File: config.mk
export PLATFORM = sky130hd
export DESIGN_NAME = rbk_ctrl
export DESIGN_NICKNAME = d
export VERILOG_FILES = /design/src/rtl/rbk_pkg.sv /design/src/rtl/rbk_rst_sync.sv /design/src/rtl/rbk_arm_seq.sv /design/src/rtl/rbk_cause.sv /design/src/rtl/rbk_ctrl.sv
export SDC_FILE = /design/constraint.sdc
export NUM_CORES = 1
export LEC_CHECK = 0
export ABC_CLOCK_PERIOD_IN_PS = 800
export BUFFER_PORTS_ARGS = -buffer_cell sky130_fd_sc_hd__clkbuf_2
export CELL_PAD_IN_SITES_DETAIL_PLACEMENT = 1
export CELL_PAD_IN_SITES_GLOBAL_PLACEMENT = 2
export CORE_ASPECT_RATIO = 1.4
export CORE_UTILIZATION = 20
export DETAILED_ROUTE_END_ITERATION = 8
export PLACE_DENSITY_LB_ADDON = 0.2
export SLEW_MARGIN = 20
export SYNTH_ARGS = -nofsm -noshare
export SYNTH_HDL_FRONTEND = slang
export SYNTH_SLANG_ARGS = --single-unit
File: constraint.sdc
create_clock -name clk -period 0.8 [get_ports clk]
set_input_delay 0 -clock clk [delete_from_list [all_inputs] [get_ports clk]]
set_output_delay 0 -clock clk [all_outputs]
set_load 0.02 [all_outputs]
File: src/rtl/rbk_pkg.sv
package rbk_pkg;
  typedef enum logic [2:0] {
    CZ_PIN   = 3'd0,
    CZ_SOFT  = 3'd1,
    CZ_WDOG  = 3'd2,
    CZ_POR   = 3'd3,
    CZ_VDROP = 3'd4,
    CZ_WAKE  = 3'd5
  } cause_e;
endpackage

File: src/rtl/rbk_rst_sync.sv
module rbk_rst_sync #(
  parameter int STAGES = 2
) (
  input  logic clk,
  input  logic rst_n,
  output logic rst_s_n
);
  logic [STAGES-1:0] chain_q;

  generate
    for (genvar i = 0; i < STAGES; i++) begin : g_stage
      if (i == 0) begin : g_first
        always_ff @(posedge clk or negedge rst_n) begin
          if (!rst_n) chain_q[0] <= 1'b0;
          else        chain_q[0] <= 1'b1;
        end
      end else begin : g_next
        always_ff @(posedge clk or negedge rst_n) begin
          if (!rst_n) chain_q[i] <= 1'b0;
          else        chain_q[i] <= chain_q[i-1];
        end
      end
    end
  endgenerate

  assign rst_s_n = chain_q[STAGES-1];
endmodule

File: src/rtl/rbk_arm_seq.sv
module rbk_arm_seq (
  input  logic clk,
  input  logic rst_s_n,
  input  logic in_bk,
  input  logic cold,
  input  logic arm,
  input  logic poff,
  input  logic other,
  output logic enter
);
  logic armed_q, armed_d;

  always_comb begin
    armed_d = armed_q;
    if (cold)            armed_d = 1'b0;
    else if (in_bk)      armed_d = 1'b0;
    else if (arm)        armed_d = 1'b1;
    else if (poff || other) armed_d = 1'b0;
  end

  assign enter = !in_bk && !cold && armed_q && poff;

  always_ff @(posedge clk or negedge rst_s_n) begin
    if (!rst_s_n) armed_q <= 1'b0;
    else          armed_q <= armed_d;
  end

  // a non-arm, non-poff strobe leaves the latch clear
  a_r3_cancel: assert property (@(posedge clk) disable iff (!rst_s_n)
    (other && !arm) |=> !armed_q);
  // no arming survives a retention cycle
  a_r11_bk_no_arm: assert property (@(posedge clk) disable iff (!rst_s_n)
    in_bk |=> !armed_q);
endmodule

File: src/rtl/rbk_cause.sv
module rbk_cause
  import rbk_pkg::*;
(
  input  logic   in_bk,
  input  logic   vden,
  input  logic   srst,
  input  logic   wdt,
  input  logic   por,
  input  logic   vdrop,
  output logic   hit,
  output cause_e code
);
  logic vdrop_eff;

  assign vdrop_eff = vdrop && (!in_bk || vden);
  assign hit       = srst || wdt || por || vdrop_eff;

  always_comb begin
    if (por)            code = CZ_POR;
    else if (vdrop_eff) code = CZ_VDROP;
    else if (wdt)       code = CZ_WDOG;
    else if (srst)      code = CZ_SOFT;
    else                code = CZ_PIN;
  end
endmodule

File: src/rtl/rbk_ctrl.sv
module rbk_ctrl
  import rbk_pkg::*;
#(
  parameter int PAGE_W      = 3,
  parameter int ADDR_W      = 7,
  parameter int SP_W        = 3,
  parameter int SYNC_STAGES = 2
) (
  input  logic              clk,
  input  logic              rst_n,
  input  logic              ins_arm_i,
  input  logic              ins_poff_i,
  input  logic              ins_ptest_i,
  input  logic              ins_wdclr_i,
  input  logic              ins_vden_i,
  input  logic              ins_other_i,
  input  logic              wake_i,
  input  logic              srst_i,
  input  logic              wdt_rst_i,
  input  logic              por_i,
  input  logic              vdrop_i,
  output logic              osc_en_o,
  output logic              skip_o,
  output logic              restart_o,
  output logic [PAGE_W-1:0] restart_page_o,
  output logic [ADDR_W-1:0] restart_addr_o,
  output logic              timer_rst_o,
  output logic              sp_load_o,
  output logic [SP_W-1:0]   sp_value_o,
  output logic [2:0]        cause_o
);
  localparam logic [SP_W-1:0] SP_TOP = {SP_W{1'b1}};

  logic   rst_s_n;
  logic   cold_hit, enter;
  cause_e cold_code;
  logic   other_strobe;

  logic   bk_q, bk_d;
  logic   pd_q, pd_d;
  logic   vden_q, vden_d;
  logic   rs_q, rs_d;
  logic   spl_q, spl_d;
  cause_e cause_q, cause_d;

  rbk_rst_sync #(.STAGES(SYNC_STAGES)) u_sync (
    .clk(clk), .rst_n(rst_n), .rst_s_n(rst_s_n)
  );

  rbk_cause u_cause (
    .in_bk(bk_q), .vden(vden_q), .srst(srst_i), .wdt(wdt_rst_i),
    .por(por_i), .vdrop(vdrop_i), .hit(cold_hit), .code(cold_code)
  );

  assign other_strobe = ins_ptest_i || ins_wdclr_i || ins_vden_i || ins_other_i;

  rbk_arm_seq u_arm (
    .clk(clk), .rst_s_n(rst_s_n), .in_bk(bk_q), .cold(cold_hit),
    .arm(ins_arm_i), .poff(ins_poff_i), .other(other_strobe), .enter(enter)
  );

  // next state
  always_comb begin
    bk_d    = bk_q;
    pd_d    = pd_q;
    vden_d  = vden_q;
    cause_d = cause_q;
    rs_d    = 1'b0;
    spl_d   = 1'b0;
    if (cold_hit) begin
      bk_d    = 1'b0;
      pd_d    = 1'b0;
      vden_d  = 1'b0;
      cause_d = cold_code;
      rs_d    = 1'b1;
    end else if (bk_q) begin
      if (wake_i) begin
        bk_d    = 1'b0;
        pd_d    = 1'b1;
        cause_d = CZ_WAKE;
        rs_d    = 1'b1;
      end
    end else begin
      if (ins_vden_i) vden_d = 1'b1;
      if (enter) begin
        bk_d  = 1'b1;
        spl_d = 1'b1;
      end
    end
  end

  // registers
  always_ff @(posedge clk or negedge rst_s_n) begin
    if (!rst_s_n) begin
      bk_q    <= 1'b0;
      pd_q    <= 1'b0;
      vden_q  <= 1'b0;
      rs_q    <= 1'b0;
      spl_q   <= 1'b0;
      cause_q <= CZ_PIN;
    end else begin
      bk_q    <= bk_d;
      pd_q    <= pd_d;
      vden_q  <= vden_d;
      rs_q    <= rs_d;
      spl_q   <= spl_d;
      cause_q <= cause_d;
    end
  end

  assign osc_en_o       = !bk_q;
  assign skip_o         = ins_ptest_i && pd_q;
  assign restart_o      = rs_q;
  assign timer_rst_o    = rs_q;
  assign restart_page_o = '0;
  assign restart_addr_o = '0;
  assign sp_load_o      = spl_q;
  assign sp_value_o     = SP_TOP;
  assign cause_o        = cause_q;

  a_r1_enter: assert property (@(posedge clk) disable iff (!rst_s_n)
    (enter) |=> (!osc_en_o && sp_load_o));
  a_r2_nop: assert property (@(posedge clk) disable iff (!rst_s_n)
    (!bk_q && ins_poff_i && !enter && !cold_hit) |=> (osc_en_o && !restart_o));
  a_r4_wake: assert property (@(posedge clk) disable iff (!rst_s_n)
    (bk_q && wake_i && !cold_hit) |=> (osc_en_o && restart_o && pd_q && cause_q == CZ_WAKE));
  a_r5_stray_wake: assert property (@(posedge clk) disable iff (!rst_s_n)
    (!bk_q && wake_i && !cold_hit) |=> !restart_o);
  a_r6_cold: assert property (@(posedge clk) disable iff (!rst_s_n)
    cold_hit |=> (restart_o && !pd_q && osc_en_o));
  a_r8_vdrop_masked: assert property (@(posedge clk) disable iff (!rst_s_n)
    (bk_q && !vden_q && vdrop_i && !srst_i && !wdt_rst_i && !por_i && !wake_i) |=> !osc_en_o);
  a_r9_sp_on_entry: assert property (@(posedge clk) disable iff (!rst_s_n)
    $rose(bk_q) |-> sp_load_o);
  a_r4_single_pulse: assert property (@(posedge clk) disable iff (!rst_s_n)
    restart_o |=> !restart_o);
endmodule

==> qor.log <==
INFO  run_status     run_status=finished with violations
INFO  run_status     failed_checks=setup timing
INFO  detailed_routing drc=0
INFO  final_layout   insertedDiodeCount=0
INFO  floorplan      core_region_area=2643µm²
INFO  critical_path  path_cells=nand2b_4 > a2111o_1 > a21o_1
INFO  critical_path  cp_slowest_stage_delay=0.47ns
INFO  critical_path  crit_path_end_kind=flop
INFO  placed_design  placed_cell_area=691.9µm²
INFO  final_layout   design.final.nets=100
INFO  min_path       hold_end=vden_q
INFO  critical_path  timing_worst_setup_path_type=flop to flop
INFO  cts            clock_tree.buffer_depth=2
INFO  synthesis      synth.cell_area=559.3µm²
INFO  grt            global_route.overflow_total=0
INFO  critical_path  cp_slowest_cell=sky130_fd_sc_hd__a2111o_1
INFO  synthesis      fraction_of_the_yosys_area_taken_by_sequential_cells=0.4922
INFO  critical_path  critical_path_arrival=1.44ns
INFO  placed_design  dp_worst_setup_slack=-0.4759ns
INFO  final_layout   flow.area_growth_from_synthesis=47.87%
INFO  power          powerDensity=1422nW/µm²
INFO  grt            wire_length_of_the_first_global_routing_pass=1890µm
INFO  synthesis      yosys_warnings=0
INFO  floorplan      rows=22
INFO  floorplan      pin_count=34
INFO  detailed_routing avgViaCountPerCell=3.762
INFO  final_layout   drive_gt1_frac=0.4302
INFO  synthesis      post_synthesis_cell_count=55
INFO  min_path       hold_path_startpoint=ins_vden_i
INFO  critical_path  cp-start-kind=flop
INFO  critical_path  cpLargestDelayFamily=compound AO/OA/AOI/OAI gates
INFO  cts            clock_latency=0.26ns
INFO  timing         postLayoutSetupSlackWorst=-0.4803ns
INFO  timing         final_period_minus_worst_setup_slack=1.280ns
INFO  timing         finClkSkew=0.001416ns
INFO  power          total_power=1.176mW
INFO  placed_design  hpwl=945.1µm
INFO  min_path       timing.hold.worst_path_depth=3
INFO  detailed_routing wirelength=1166µm
INFO  synthesis      ys_types=20
INFO  timing         setup_violations=14
INFO  timing         finalCritPeriodShare=1.600
INFO  floorplan      y_dimension_of_the_die=64.57µm
INFO  final_layout   stdcell_area=827.0µm²
INFO  floorplan      fp.dieArea=3015µm²
INFO  detailed_routing detailroute.via_count=459
INFO  detailed_routing post_drt_wl_per_cell=9.557µm
INFO  cts            numCtsBuffers=3
INFO  cts            clock_tree.htree_level_count=1
INFO  placed_design  finalWeightedCongestion=0.7196
INFO  critical_path  max_fanout_on_critical_path=6
INFO  synthesis      mean_instance_size_in_the_synthesized_netlist=10.17µm²
INFO  critical_path  cp.required=0.96ns
INFO  min_path       hold_path_class=input port to flop
INFO  final_layout   num-fill-cells=331
INFO  critical_path  crit-reg2reg-launch=vden_q
INFO  grt            antenna_found_initial=0
INFO  detailed_routing drtAntennaViolNets=0
INFO  flow_run       drv.max_cap_violation_count=0
INFO  timing         rsz0062_at_grt=yes
INFO  floorplan      initial_utilization=0.2116
INFO  cts            clock-sinks=11
INFO  detailed_routing first_pass_iteration_count_of_the_detailed_router=3
INFO  grt            pin_count_of_the_biggest_net_entering_global_routing=10
INFO  critical_path  reg2reg_to=restart_o
INFO  synthesis      flops_latches_synth=11
INFO  timing         timing_max_transition_violations_final=0
INFO  cts            clock_transition_at_the_register_clock_pins_on_the_worst_setup_and_hold_paths_after_cts=0.07ns
INFO  detailed_routing starting_drc_count_in_detailed_routing=9
INFO  cts            tritoncts_clock_tree=built
INFO  critical_path  worst-r2r-setup-slack=-0.48ns
INFO  cts            cts_root_buf=sky130_fd_sc_hd__clkbuf_4
INFO  grt            global_route.usage.total=0.08958
INFO  power          leakagePower=0.3968nW
INFO  grt            grt_pass1_vias=467
INFO  timing         timing.fmax=781.0MHz
INFO  timing         hold_violations=0
INFO  floorplan      chipWidth=46.69µm
INFO  placed_design  io_buffers=20
INFO  power          ir_worst_vdd=0.0003174V
INFO  critical_path  worstRegToRegCells=3
INFO  critical_path  cp.buffers_inverters=0
-- metrics by stage --
step           cells  setup TNS [ns]  utilization  hold slack (ns)
2_1_floorplan     67          -2.403            -          -0.2956
3_3_place_gp     114          -3.196       0.2618          -0.2131
3_5_place_dp     114          -3.360       0.2618          -0.2090
4_1_cts          122          -4.043       0.2964          0.01652
5_1_grt          122          -4.709       0.3130          0.02027
6_report         122          -3.846       0.3130          0.01085
-- logic make-up after synthesis --
group           count (synthesis)  synth area share
buf+inv                        18            0.2215
simple gates                   12            0.1275
compound gates                 11            0.1253
flops                          11            0.4922
other cells                     2           0.01343
mux                             1           0.02013
-- cells in the final DEF (no fill, tap or decap), types with 2 or more instances in the layout --
master / instances
sky130_fd_sc_hd__and2_4: 2
sky130_fd_sc_hd__buf_6: 6
sky130_fd_sc_hd__buf_8: 2
sky130_fd_sc_hd__clkbuf_2: 12
sky130_fd_sc_hd__buf_4: 6
sky130_fd_sc_hd__a21oi_1: 4
sky130_fd_sc_hd__dfrtp_1: 11
sky130_fd_sc_hd__clkbuf_4: 4
sky130_fd_sc_hd__nor3_2: 2
sky130_fd_sc_hd__nor2_1: 3
sky130_fd_sc_hd__inv_1: 3
sky130_fd_sc_hd__conb_1: 14
sky130_fd_sc_hd__dlygate4sd3_1: 3
-- registers in the layout (all words and copies together) (netlist names) --
signal / count
sp_load_o: 1
restart_o: 1
pd_q: 1
u_sync.chain_q: 1
vden_q: 1
u_sync.rst_s_n: 1
cause_o: 3
bk_q: 1
u_arm.armed_q: 1
-- routing by layer --
layer / share of wire / GRT usage / wire length, µm
met1: 0.36 / 0.08763 / 425
met2: 0.57 / 0.1563 / 666
met3: 0.044 / 0.01671 / 51
met4: 0.020 / 0.06429 / 23
met5: 0 / 0 / 0
-- worst max path at each step --
stage,startpoint,to,slack (ns),cells past startpoint
2_1_floorplan,bk_q,restart_o,-0.42,4
3_3_place_gp,vden_q,restart_o,-0.46,3
3_5_place_dp,vden_q,restart_o,-0.48,3
4_1_cts,vden_q,restart_o,-0.49,3
5_1_grt,vden_q,sp_load_o,-0.53,3
6_report,vden_q,restart_o,-0.48,3
-- cell usage after synthesis, drive strengths merged --
master,n,share of area
conb,2,0.013
inv,3,0.020
nand2b,1,0.011
a2111o,1,0.020
o21ai,1,0.0089
buf,15,0.20
o31ai,1,0.013
nor2,3,0.020
nand2,1,0.0067
nor4,1,0.011
a21o,1,0.013
o21a,1,0.013
dfrtp,11,0.49
and2,2,0.022
nor3,3,0.045
mux2,1,0.020
a21oi,5,0.045
nor2b,1,0.011
a31oi,1,0.011
-- power breakdown --
part	total, mW	internal, mW	switching, mW
Sequential	0.593	0.574	0.0194
Combinational	0.212	0.0885	0.123
Clock	0.371	0.193	0.179
-- layout make-up --
cell class	instances	area (µm²)	share of cell area
inverter	3	11.26	0.01362
clock buffer	4	26.28	0.03177
tap	36	45.04	0.05446
sequential	11	275.3	0.3328
timing repair buffer	30	240.2	0.2905
multi-input combinational	38	229.0	0.2769
-- worst register-to-register path, stage by stage (launching register included) --
cell and delay, ns:
sky130_fd_sc_hd__dfrtp_1 0.38, sky130_fd_sc_hd__nand2b_4 0.14, sky130_fd_sc_hd__a2111o_1 0.47, sky130_fd_sc_hd__a21o_1 0.19
-- what timing repair did --
action                                  CTS  global route
resized for setup                         7            19
pin swaps                                 5             0
setup buffers                             1             0
endpoints found under the hold margin     4             0
endpoints found under the setup margin   16            17
hold buffers                              3             0
Power figures use the tool's default switching activity.
